## config.mk

```make
export PLATFORM = sky130hd
export DESIGN_NAME = pmb_addr_match
export DESIGN_NICKNAME = d
export VERILOG_FILES = /design/src/rtl/pmb_am_pkg.sv /design/src/rtl/pmb_am_slot.sv /design/src/rtl/pmb_am_pagemask.sv /design/src/rtl/pmb_am_resolve.sv /design/src/rtl/pmb_addr_match.sv
export SDC_FILE = /design/constraint.sdc
export NUM_CORES = 1
export LEC_CHECK = 0
export BUFFER_PORTS_ARGS = -buffer_cell sky130_fd_sc_hd__buf_2
export CELL_PAD_IN_SITES_DETAIL_PLACEMENT = 1
export CELL_PAD_IN_SITES_GLOBAL_PLACEMENT = 2
export CORE_ASPECT_RATIO = 1.5
export CORE_MARGIN = 2
export CORE_UTILIZATION = 25
export CTS_CLUSTER_DIAMETER = 40
export DETAILED_ROUTE_END_ITERATION = 10
export GPL_ROUTABILITY_DRIVEN = 0
export HOLD_SLACK_MARGIN = 0.1
export PLACE_DENSITY_LB_ADDON = 0.1
export SKIP_CTS_REPAIR_TIMING = 1
export SYNTH_ARGS = -nofsm -noshare
export SYNTH_HDL_FRONTEND = slang
export SYNTH_HIERARCHICAL = 1
export SYNTH_SLANG_ARGS = --single-unit
```

## constraint.sdc

```tcl
create_clock -name clk -period 2.46 [get_ports clk]
set_input_delay 0.492 -clock clk [delete_from_list [all_inputs] [get_ports clk]]
set_output_delay 0.492 -clock clk [all_outputs]
set_load 0.02 [all_outputs]
```

## src/rtl/pmb_am_pkg.sv

```systemverilog
package pmb_am_pkg;
   localparam int unsigned NCLS    = 6;
   localparam int unsigned CB_NVM  = 0;
   localparam int unsigned CB_GLB  = 1;
   localparam int unsigned CB_PGLB = 2;
   localparam int unsigned CB_CHAN = 3;
   localparam int unsigned CB_RAIL = 4;
   localparam int unsigned CB_DEV  = 5;
endpackage

```

## src/rtl/pmb_am_slot.sv

```systemverilog
// Per-channel comparison of the received address with the channel and rail
// address of one channel. Bit AW of each configured byte disables it.
module pmb_am_slot #(
   parameter int unsigned AW = 7
) (
   input  logic [AW-1:0] addr,
   input  logic [AW:0]   chan_cfg,
   input  logic [AW:0]   rail_cfg,
   output logic          chan_hit,
   output logic          rail_hit
);
   always_comb begin
      chan_hit = !chan_cfg[AW] && (chan_cfg[AW-1:0] == addr);
      rail_hit = !rail_cfg[AW] && (rail_cfg[AW-1:0] == addr);
   end
endmodule

```

## src/rtl/pmb_am_pagemask.sv

```systemverilog
// Converts a page register value into a channel mask: all ones for the
// broadcast page, one bit for an in-range page, nothing otherwise.
module pmb_am_pagemask #(
   parameter int unsigned NCH = 2,
   parameter int unsigned PW  = 8
) (
   input  logic [PW-1:0]  page,
   output logic [NCH-1:0] mask
);
   localparam logic [PW-1:0] PAGE_ALL = '1;

   always_comb begin
      mask = '0;
      if (page == PAGE_ALL) begin
         mask = '1;
      end else begin
         for (int i = 0; i < NCH; i++) begin
            if (page == PW'(i)) mask[i] = 1'b1;
         end
      end
   end
endmodule

```

## src/rtl/pmb_am_resolve.sv

```systemverilog
// Priority resolution between address classes and effective page selection.
module pmb_am_resolve
   import pmb_am_pkg::*;
#(
   parameter int unsigned NCH = 2,
   parameter int unsigned AW  = 7,
   parameter int unsigned PW  = 8,
   parameter logic [AW-1:0] GLB_ADDR  = 7'h5A,
   parameter logic [AW-1:0] PGLB_ADDR = 7'h5B,
   parameter logic [AW-1:0] NVM_ADDR  = 7'h7C
) (
   input  logic [AW-1:0]   addr,
   input  logic [AW:0]     dev_cfg,
   input  logic [PW-1:0]   page_cfg,
   input  logic [NCH-1:0]  page_mask,
   input  logic [NCH-1:0]  chan_hits,
   input  logic [NCH-1:0]  rail_hits,
   input  logic            nvm_bad,
   output logic [NCLS-1:0] cls,
   output logic [PW-1:0]   page,
   output logic [NCH-1:0]  sel
);
   localparam logic [PW-1:0] PAGE_ALL = '1;

   logic nvm_m, glb_m, pglb_m, dev_m;
   logic [PW-1:0]  chan_page;
   logic [NCH-1:0] chan_first;
   logic [PW-1:0]  rail_page;
   int unsigned    rail_cnt;

   always_comb begin
      nvm_m  = nvm_bad && (addr == NVM_ADDR);
      glb_m  = (addr == GLB_ADDR);
      pglb_m = (addr == PGLB_ADDR);
      dev_m  = !dev_cfg[AW] && (dev_cfg[AW-1:0] == addr);
   end

   // Lowest-index channel hit.
   always_comb begin
      logic found;
      found      = 1'b0;
      chan_page  = '0;
      chan_first = '0;
      for (int i = 0; i < NCH; i++) begin
         if (chan_hits[i] && !found) begin
            found         = 1'b1;
            chan_page     = PW'(i);
            chan_first[i] = 1'b1;
         end
      end
   end

   // Rail page: the index of a single hit, otherwise the broadcast page.
   always_comb begin
      rail_cnt  = 0;
      rail_page = '0;
      for (int i = 0; i < NCH; i++) begin
         if (rail_hits[i]) begin
            rail_cnt  = rail_cnt + 1;
            rail_page = PW'(i);
         end
      end
      if (rail_cnt > 1) rail_page = PAGE_ALL;
   end

   always_comb begin
      cls  = '0;
      page = '0;
      sel  = '0;
      if (nvm_m) begin
         cls[CB_NVM] = 1'b1;
         page        = PAGE_ALL;
      end else if (glb_m) begin
         cls[CB_GLB] = 1'b1;
         page        = PAGE_ALL;
         sel         = '1;
      end else if (pglb_m) begin
         cls[CB_PGLB] = 1'b1;
         page         = page_cfg;
         sel          = page_mask;
      end else if (|chan_hits) begin
         cls[CB_CHAN] = 1'b1;
         page         = chan_page;
         sel          = chan_first;
      end else if (|rail_hits) begin
         cls[CB_RAIL] = 1'b1;
         page         = rail_page;
         sel          = rail_hits;
      end else if (dev_m) begin
         cls[CB_DEV] = 1'b1;
         page        = page_cfg;
         sel         = page_mask;
      end
   end
endmodule

```

## src/rtl/pmb_addr_match.sv

```systemverilog
module pmb_addr_match
   import pmb_am_pkg::*;
#(
   parameter int unsigned NCH = 2,
   parameter int unsigned AW  = 7,
   parameter int unsigned PW  = 8,
   parameter logic [AW-1:0] GLB_ADDR  = 7'h5A,
   parameter logic [AW-1:0] PGLB_ADDR = 7'h5B,
   parameter logic [AW-1:0] NVM_ADDR  = 7'h7C
) (
   input  logic                  clk,
   input  logic                  rst_n,
   input  logic                  addr_valid,
   input  logic [AW-1:0]         addr_in,
   input  logic                  rw_in,
   input  logic [AW:0]           dev_addr_cfg,
   input  logic [PW-1:0]         page_cfg,
   input  logic [NCH*(AW+1)-1:0] chan_addr_cfg,
   input  logic [NCH*(AW+1)-1:0] rail_addr_cfg,
   input  logic                  nvm_bad,
   output logic                  match_vld,
   output logic                  hit,
   output logic [NCLS-1:0]       class_oh,
   output logic [PW-1:0]         page_out,
   output logic [NCH-1:0]        chan_sel,
   output logic                  rail_rd,
   output logic                  nvm_stat
);
   localparam int unsigned CW = AW + 1;

   if (NCH < 1 || NCH >= (1 << PW) - 1) begin : g_bad_nch
      $error("pmb_addr_match: NCH must be at least 1 and below the broadcast page");
   end
   if (AW < 1) begin : g_bad_aw
      $error("pmb_addr_match: AW must be positive");
   end

   logic [NCH-1:0]  chan_hits, rail_hits, page_mask, sel_d;
   logic [NCLS-1:0] cls_d;
   logic [PW-1:0]   page_d;

   for (genvar g = 0; g < NCH; g++) begin : g_slot
      pmb_am_slot #(.AW(AW)) u_slot (
         .addr     (addr_in),
         .chan_cfg (chan_addr_cfg[g*CW +: CW]),
         .rail_cfg (rail_addr_cfg[g*CW +: CW]),
         .chan_hit (chan_hits[g]),
         .rail_hit (rail_hits[g])
      );
   end

   pmb_am_pagemask #(.NCH(NCH), .PW(PW)) u_pmask (
      .page (page_cfg),
      .mask (page_mask)
   );

   pmb_am_resolve #(
      .NCH(NCH), .AW(AW), .PW(PW),
      .GLB_ADDR(GLB_ADDR), .PGLB_ADDR(PGLB_ADDR), .NVM_ADDR(NVM_ADDR)
   ) u_res (
      .addr      (addr_in),
      .dev_cfg   (dev_addr_cfg),
      .page_cfg  (page_cfg),
      .page_mask (page_mask),
      .chan_hits (chan_hits),
      .rail_hits (rail_hits),
      .nvm_bad   (nvm_bad),
      .cls       (cls_d),
      .page      (page_d),
      .sel       (sel_d)
   );

   always_ff @(posedge clk) begin
      if (!rst_n) begin
         match_vld <= 1'b0;
         hit       <= 1'b0;
         class_oh  <= '0;
         page_out  <= '0;
         chan_sel  <= '0;
         rail_rd   <= 1'b0;
         nvm_stat  <= 1'b0;
      end else begin
         match_vld <= addr_valid;
         nvm_stat  <= nvm_bad;
         if (addr_valid) begin
            hit      <= |cls_d;
            class_oh <= cls_d;
            page_out <= page_d;
            chan_sel <= sel_d;
            rail_rd  <= cls_d[CB_RAIL] && rw_in;
         end
      end
   end
endmodule

```

==> results of run 1 <==
==> synthesized netlist by cell type, types with 2 or more instances <==
master    number
and2_1         2
dfxtp_1       20
nor3_1         4
nor2_1         8
nand2_1       14
mux2i_1       16
nand4_1       14
o22ai_2        2
nor2b_1       17
nor4_1         2
nor4_2         5
buf_6          2
a21oi_1        3
nand3_1       11
clkbuf_1       2
nor4_4         2
xor2_1        11
xnor2_1       24
==> critical path, cell delays in order <==
cell and delay, ns:
buf_2 0.15, buf_4 0.15, xnor2_1 0.14, nand4_1 0.12
nor4_2 0.34, or2_2 0.22, a21boi_2 0.07, a311oi_2 0.27
buf_4 0.18, nand3_1 0.08, mux2i_1 0.14, nor2b_1 0.06
==> layer usage <==
layer	routed length, um	global-route usage [%]
met2	2860	31.4
met1	2110	17.4
met5	0	0
met3	285	2.09
met4	67	4.52
==> cell usage in the layout (no fill, tap or decap), types with 2 or more instances in the layout <==
cell,Yosys,final
a21oi_1,3,3
xor2_1,11,11
xnor2_1,24,24
nand3_1,11,11
o22ai_2,2,2
clkbuf_8,0,3
nor3_1,4,4
nand4_1,14,14
nor4_1,2,2
buf_4,1,22
nor2_1,8,8
buf_2,0,79
nor2b_1,17,17
nand2_1,14,14
nor4_2,5,5
and2_1,2,2
mux2i_1,16,16
nor4_4,2,2
dfxtp_1,20,20
==> where the power goes <==
group | switching, mW | internal [mW]
combinational | 0.114 | 0.108
clock | 0.100 | 0.109
sequential | 0.00187 | 0.328
==> state kept, by name (all words and copies together) (netlist names) <==
register / flops
chan_sel: 2
hit: 1
match_vld: 1
rail_rd: 1
class_oh: 6
nvm_stat: 1
page_out: 8
==> stage by stage <==
step | area (um2) | hold WS, ns | utilization, %
finish | 2250 | 0.467 | 36.4
global route | 2250 | 0.501 | 36.4
CTS | 2250 | 0.476 | 36.4
detailed placement | 2210 | 0.461 | 35.8
global placement | 2210 | 0.457 | 35.8
floorplan | 1590 | 0.541 | -
==> cell type report <==
type	instances	area, um2	area share (%)
Multi-Input combinational cell	154	1150	51.0
Timing Repair Buffer	101	561	24.9
Sequential cell	20	400	17.8
Tap cell	74	92.6	4.12
Clock buffer	3	41.3	1.84
Inverter	2	7.51	0.334
==> kinds of logic (layout without fill, tap and decap cells) <==
group	after synthesis	count (layout)
muxes	16	16
AOI/OAI and AO/OA	14	14
and+or+nand+nor	89	89
buffers and inverters	7	106
DFF	20	20
xor gates and xnor gates	35	35
==> path summary, 6_finish.rpt <==
kind	slack [ns]	to
max	0.19	page_out[7]
min	0.47	rail_rd
max reg2reg	1.84	hit
min reg2reg	0.47	rail_rd
==> impl_metrics.json, run 1 <==
{
  "outcome": "finished, final reports clean",
  "setup_viol": 0,
  "fillerInstances": 787,
  "yosys_warnings": 6,
  "pre_cts_slack_ns": -0.128,
  "synth_seq_cells": 20,
  "dp_cells": 351,
  "post_synth.cell_area_avg_um2": 8.80,
  "path_max_fanout": 7,
  "numCtsBuffers": 3,
  "start_util_pct": 25.8,
  "crit_required_ns": 2.61,
  "clkSlewWorstSetupHoldPaths_ns": 0.07,
  "dieHeight_um": 102,
  "dp_hpwl_um": 4470,
  "yosys.area.top_type_share_pct": 25.1,
  "portBuffers": 79,
  "max-clock-path-buffers": 2,
  "fin_ws_ns": 0.193,
  "worstPathArrival_ns": 2.42,
  "ir_drop_v": 0.000275,
  "syn_area_um2": 1590,
  "start_kind": "input port",
  "hold_viol": 0,
  "power.total_uw": 761,
  "root_buffer": "clkbuf_8",
  "layout-drive-gt1-share_pct": 42.9,
  "fmax_ghz": 0.441,
  "cts_tree": "done",
  "worst-slew-pin-transition_ns": 0.554,
  "synth_compound_area_share_pct": 7.46,
  "track_usage_pct": 15.9,
  "grt.overflow.total": 0,
  "antenna_found_initial": 0,
  "cts_max_level": 1,
  "synth_top_family_by_area": "simple AND/OR/NAND/NOR gates",
  "vias": 1690,
  "skew_ns": 0,
  "via_per_inst": 4.77,
  "ys_types": 40,
  "grt_max_degree": 22,
  "synth-adder-area-share_pct": 0,
  "core_area_um2": 6170,
  "grt_pass1_wl_um": 8980,
  "ant_nets": 0,
  "fin_tns_setup_ns": 0,
  "hold_path_startpoint": "rail_rd",
  "pin_count": 80,
  "synthMuxAreaShare_pct": 10.1,
  "fp.dieArea_um2": 7040,
  "cap_violations": 0,
  "syn_nets": 241,
  "r2r-start": "hit",
  "yosysTopAreaCell": "dfxtp_1",
  "grt_pass1_vias": 1855,
  "wl_per_cell_um": 15.0,
  "antennaDiodeCount": 0,
  "totalWireLength_um": 5320,
  "yosys.area_share.xor_xnor_pct": 19.2,
  "clock-sinks": 20,
  "dr.pass1.iters": 4,
  "synth_flop_cell": "dfxtp_1",
  "r2r_cells": 2,
  "drt_iter0_markers": 27,
  "crit_start": "addr_in[0]",
  "holdPathStages": 2,
  "die-width_um": 69.2,
  "clock_latency_ns": 0.26,
  "stdcell_count": 354,
  "synthArstFlopShare_pct": 0,
  "rows": 35,
  "ys_seq_area_share_pct": 25.1,
  "syn_inst": 181,
  "relSlewSlack_pct": 63.1,
  "worstSetupPathType": "input port to flip-flop",
  "period_minus_slack_ns": 2.27,
  "cellLeakagePower_nw": 0.994,
  "cp-end-kind": "flip-flop",
  "drc_errors": 0,
  "hp-class": "flip-flop to flip-flop",
  "powerDensity_nw_per_um2": 338,
  "syn_to_final_growth_pct": 41.2,
  "synth_edf_count": 0,
  "synth-simple-area-share_pct": 35.3,
  "min_period_over_period_pct": 92.2,
  "synth.area.top_cells": "dfxtp_1 25%, xnor2_1 13%, mux2i_1 10%",
  "rsz0062_at_grt": "no",
  "final_nets": 342,
  "drv_slew": 0
}
Power figures use the tool's default switching activity.
==> inputs of run 2 (changes only) <==
Settings changed: CORE_ASPECT_RATIO 1.5 to 1.25.
==> run 2 against run 1 <==
Power up 0.84%. Sequential cell count is the same. Critical path type unchanged. Global-route usage down 0.62 points. Non-clock buffer count rose by 1. Hold slack worse by 0.0012 ns. Highest routed layer unchanged. Sequential power barely moved. Clock power about the same.
==> impl_metrics.json, run 2 (synthesis results as in run 1) <==
{
  "outcome": "finished, final reports clean",
  "met3_usage_pct": 1.51,
  "antenna_found_initial": 0,
  "drv_slew": 0,
  "core_area_um2": 6170,
  "worstPathArrival_ns": 2.38,
  "grt_pass1_vias": 1770,
  "fmax_ghz": 0.458,
  "totalWireLength_um": 5240,
  "crit_required_ns": 2.65,
  "grt_use_met2_pct": 27.4,
  "powerDensity_nw_per_um2": 334,
  "layout_commonest_cell": "buf_2",
  "ir_drop_v": 0.000293,
  "utilization_pct": 37.2,
  "antennaDiodeCount": 0,
  "portBuffers": 79,
  "numCtsBuffers": 3,
  "grt_max_degree": 22,
  "via_per_inst": 4.52,
  "place_area_um2": 2230,
  "vias": 1656,
  "cts_max_level": 1,
  "mostFrequentLayoutCells": "79 x buf_2, 23 x buf_4, 21 x xnor2_1",
  "cellLeakagePower_nw": 1.02,
  "skew_ns": 0,
  "syn_to_final_growth_pct": 44.1,
  "grt_util_met1_pct": 19.1,
  "hp-class": "flip-flop to flip-flop",
  "cap_violations": 0,
  "rows": 32,
  "min_period_over_period_pct": 88.8,
  "start_util_pct": 25.8,
  "dp_hpwl_um": 4300,
  "clock_latency_ns": 0.25,
  "final_nets": 343,
  "die-width_um": 75.4,
  "worst-slew-pin-transition_ns": 0.559,
  "dieHeight_um": 93.2,
  "rsz0062_at_grt": "no",
  "period_minus_slack_ns": 2.18,
  "largestRegisters": "page_out: 8 flops, class_oh: 6 flops, chan_sel: 2 flops",
  "cp-end-kind": "flip-flop",
  "ant_nets": 0,
  "clock-sinks": 20,
  "fin_hold_ws_ns": 0.466,
  "final_cell_area_um2": 2300,
  "drc_errors": 0,
  "path_max_fanout": 7,
  "grt_pass1_wl_um": 8370,
  "drt_iter0_markers": 19,
  "hold_viol": 0,
  "power.total_uw": 768,
  "worstSetupPathType": "input port to flip-flop",
  "grt_busiest_layer": "met2",
  "root_buffer": "clkbuf_8",
  "start_kind": "input port",
  "wl_per_cell_um": 14.3,
  "clkSlewWorstSetupHoldPaths_ns": 0.07,
  "grt.overflow.total": 0,
  "cts_tree": "done",
  "largest_reg_flops": 8,
  "dr.pass1.iters": 4,
  "layout-drive-gt1-share_pct": 44.1,
  "fp.dieArea_um2": 7030,
  "setup_viol": 0,
  "pin_count": 80,
  "regMostFlops": "page_out",
  "max-clock-path-buffers": 2,
  "relSlewSlack_pct": 62.7,
  "track_usage_pct": 15.3
}
run 2: changes by cell type in the layout (fill, tap and decap cells not counted), sizes merged:
cell,before,now
buf,101,102
run 2: path summary, 6_finish.rpt:
check / slack (ns) / startpoint / depth (start not counted) / end
max reg2reg: 1.84 / hit / 2 / hit
max: 0.28 / addr_in[5] / 13 / page_out[7]
min reg2reg: 0.47 / rail_rd / 2 / rail_rd
min: 0.47 / rail_rd / 2 / rail_rd
run 2: layout make-up:
cell class / count / area, um2
flip-flops and latches: 20 / 400
clock buffers: 3 / 41.3
repair buffers: 102 / 568
fillers: 795 / 3870
well taps: 85 / 106
inverters: 2 / 7.51
multi-input cells: 154 / 1170
run 2: worst max-delay path, cell delays in order:
cell	delay, ns
buf_2	0.15
buf_4	0.15
xnor2_2	0.14
nand4_1	0.12
nor4_2	0.33
buf_4	0.17
nand2_1	0.07
a21boi_2	0.18
buf_4	0.17
nand4_1	0.10
nand3_1	0.10
mux2i_1	0.07
nor2b_1	0.11
run 2: metal layers:
metal  share of wire, %  up-vias  wire length, um
met4               0.65        0               34
met3                6.1        2              319
met5                  0        -                0
met2                 48       55             2510
li1                   -      851                -
met1                 45      748             2370
run 2: per-stage QoR:
| step | setup TNS [ns] | instances | worst slack (ns) |
|---|---|---|---|
| after CTS | 0 | 366 | 0.174 |
| after floorplan | 0 | 181 | 0.167 |
| final | 0 | 366 | 0.275 |
| after detailed placement | -0.362 | 363 | -0.0848 |
| after global placement | -0.518 | 363 | -0.0849 |
| after global routing | 0 | 366 | 0.0197 |
run 2: where the power goes:
group | switching, mW | leakage [nW] | internal [mW] | total [mW]
Clock | 0.101 | 0.0216 | 0.109 | 0.210
Sequential | 0.00211 | 0.162 | 0.328 | 0.330
Combinational | 0.115 | 0.832 | 0.112 | 0.227
==> inputs of run 3 (changes only) <==
Settings changed: CELL_PAD_IN_SITES_DETAIL_PLACEMENT 1 to unset, CELL_PAD_IN_SITES_GLOBAL_PLACEMENT 2 to unset, CORE_UTILIZATION 25 to 34, PLACE_DENSITY_LB_ADDON 0.1 to unset.
==> run 3 against run 2 <==
Wire length fell by 18%. Clock-buffer cell count increased by 1. Setup slack worse by 0.023 ns. Combinational power is 7% lower. Register-to-register slack about the same. Power up 3.2%. Die area shrank 25%. Critical endpoint is now page_out[6].
==> impl_metrics.json, run 3 (synthesis results as in run 1) <==
{
  "outcome": "finished, final reports clean",
  "layout-drive-gt1-share_pct": 41.8,
  "ant_nets": 0,
  "worstPathArrival_ns": 2.36,
  "cts_tree": "done",
  "powerDensity_nw_per_um2": 361,
  "antenna_found_initial": 0,
  "clock-sinks": 20,
  "path_max_fanout": 7,
  "drv_slew": 0,
  "critPathMaxStageDelay_ns": 0.38,
  "drt_iter0_markers": 35,
  "ir_drop_v": 0.000333,
  "totalWireLength_um": 4320,
  "start_util_pct": 35.7,
  "die-width_um": 65.2,
  "r2r-end": "class_oh[5]",
  "syn_to_final_growth_pct": 38.0,
  "grt_pass1_vias": 1602,
  "dr.pass1.iters": 4,
  "final_nets": 336,
  "mostFrequentLayoutCells": "79 x buf_2, 24 x xnor2_1, 20 x dfxtp_1",
  "crit_start": "addr_in[5]",
  "dieHeight_um": 80.5,
  "min_period_over_period_pct": 89.8,
  "grt.overflow.total": 0,
  "start_kind": "input port",
  "cts_max_level": 1,
  "fmax_ghz": 0.453,
  "clock_latency_ns": 0.25,
  "drc_errors": 0,
  "relSlewSlack_pct": 65.3,
  "setup_viol": 0,
  "rrSetupSlack_ns": 1.85,
  "fin_tns_setup_ns": 0,
  "layout_commonest_cell": "buf_2",
  "worstSetupPathType": "input port to flip-flop",
  "cp-end-kind": "flip-flop",
  "vias": 1634,
  "cellLeakagePower_nw": 0.973,
  "whs_endpoint": "nvm_stat",
  "slowest_stage": "nor4_2",
  "hold_viol": 0,
  "clkSlewWorstSetupHoldPaths_ns": 0.07,
  "r2r_cells": 2,
  "period_minus_slack_ns": 2.21,
  "numCtsBuffers": 3,
  "grt_max_degree": 22,
  "worst-slew-pin-transition_ns": 0.520,
  "hold_path_startpoint": "nvm_bad",
  "crit_required_ns": 2.61,
  "cap_violations": 0,
  "largestRegisters": "page_out: 8 flops, class_oh: 6 flops, chan_sel: 2 flops",
  "via_per_inst": 4.91,
  "largest_reg_flops": 8,
  "final_cell_area_um2": 2200,
  "holdPathStages": 2,
  "skew_ns": 0,
  "crit_chain": "buf_2 -> xnor2_1 -> nand4_1 -> nor4_2 -> or2_2 -> a21boi_2 -> a311oi_2 -> buf_4 -> nand3_1 -> mux2i_1 -> nor2b_1",
  "rsz0062_at_grt": "no",
  "root_buffer": "clkbuf_8",
  "fillerInstances": 484,
  "rows": 27,
  "core_area_um2": 4460,
  "fp.dieArea_um2": 5250,
  "wl_per_cell_um": 13.0,
  "portBuffers": 79,
  "pin_count": 80,
  "place_area_um2": 2140,
  "regMostFlops": "page_out",
  "antennaDiodeCount": 0,
  "r2r-start": "class_oh[5]",
  "track_usage_pct": 16.6,
  "dp_hpwl_um": 3490,
  "hp-class": "input port to flip-flop",
  "grt_pass1_wl_um": 6880,
  "max-clock-path-buffers": 2
}
==> run 3: cell types whose count changed in the layout (fill, tap and decap cells not counted), sizes merged <==
| cell | change |
|---|---|
| buf | -7 |
| clkbuf | +1 |
==> run 3: layer usage <==
layer	vias to the layer above	routed length, um	GRT usage [%]
met4	0	23	5.42
met5	-	0	0
met3	2	339	2.66
met1	736	1850	19.1
met2	59	2110	30.8
li1	837	-	-
==> run 3: area by class of cell <==
class                           count  area [um2]  share of cell area (%)
Timing Repair Buffer               95         515                    23.4
Sequential cell                    20         400                    18.2
Clock buffer                        4        55.1                    2.50
Multi-Input combinational cell    154        1150                    52.2
Tap cell                           58        72.6                    3.30
Inverter                            2        7.51                   0.341
==> run 3: stage by stage <==
stage | setup slack, ns | hold WS (ns) | util (%) | cells | total power, mW
2_1_floorplan | 0.167 | 0.541 | - | 181 | 0.450
3_3_place_gp | 0.0134 | 0.456 | 48.1 | 329 | 0.550
3_5_place_dp | -0.0112 | 0.465 | 48.1 | 329 | 0.552
4_1_cts | 0.247 | 0.464 | 49.3 | 333 | 0.808
5_1_grt | 0.0115 | 0.493 | 49.3 | 333 | 0.833
6_report | 0.252 | 0.468 | 49.3 | 333 | 0.793
==> run 3: worst max path at each step <==
stage,to,slack (ns),cells after the start
2_1_floorplan,page_out[1],0.17,9
3_3_place_gp,page_out[4],0.01,11
3_5_place_dp,page_out[7],-0.01,11
4_1_cts,page_out[6],0.25,11
5_1_grt,page_out[6],0.01,11
6_report,page_out[6],0.25,11
==> run 3: power breakdown <==
part | leakage (nW) | switching, mW | internal (mW) | total [mW]
clock | 0.0288 | 0.108 | 0.142 | 0.251
sequential | 0.162 | 0.00172 | 0.328 | 0.330
combinational | 0.782 | 0.108 | 0.105 | 0.212
total | 0.973 | 0.218 | 0.575 | 0.793
==> run 3: worst max-delay path: cells and delay by family <==
family	cells	cell delay, ns
buf+inv	2	0.35
compound gates	2	0.33
simple gates	5	0.89
mux	1	0.14
xor+xnor	1	0.17
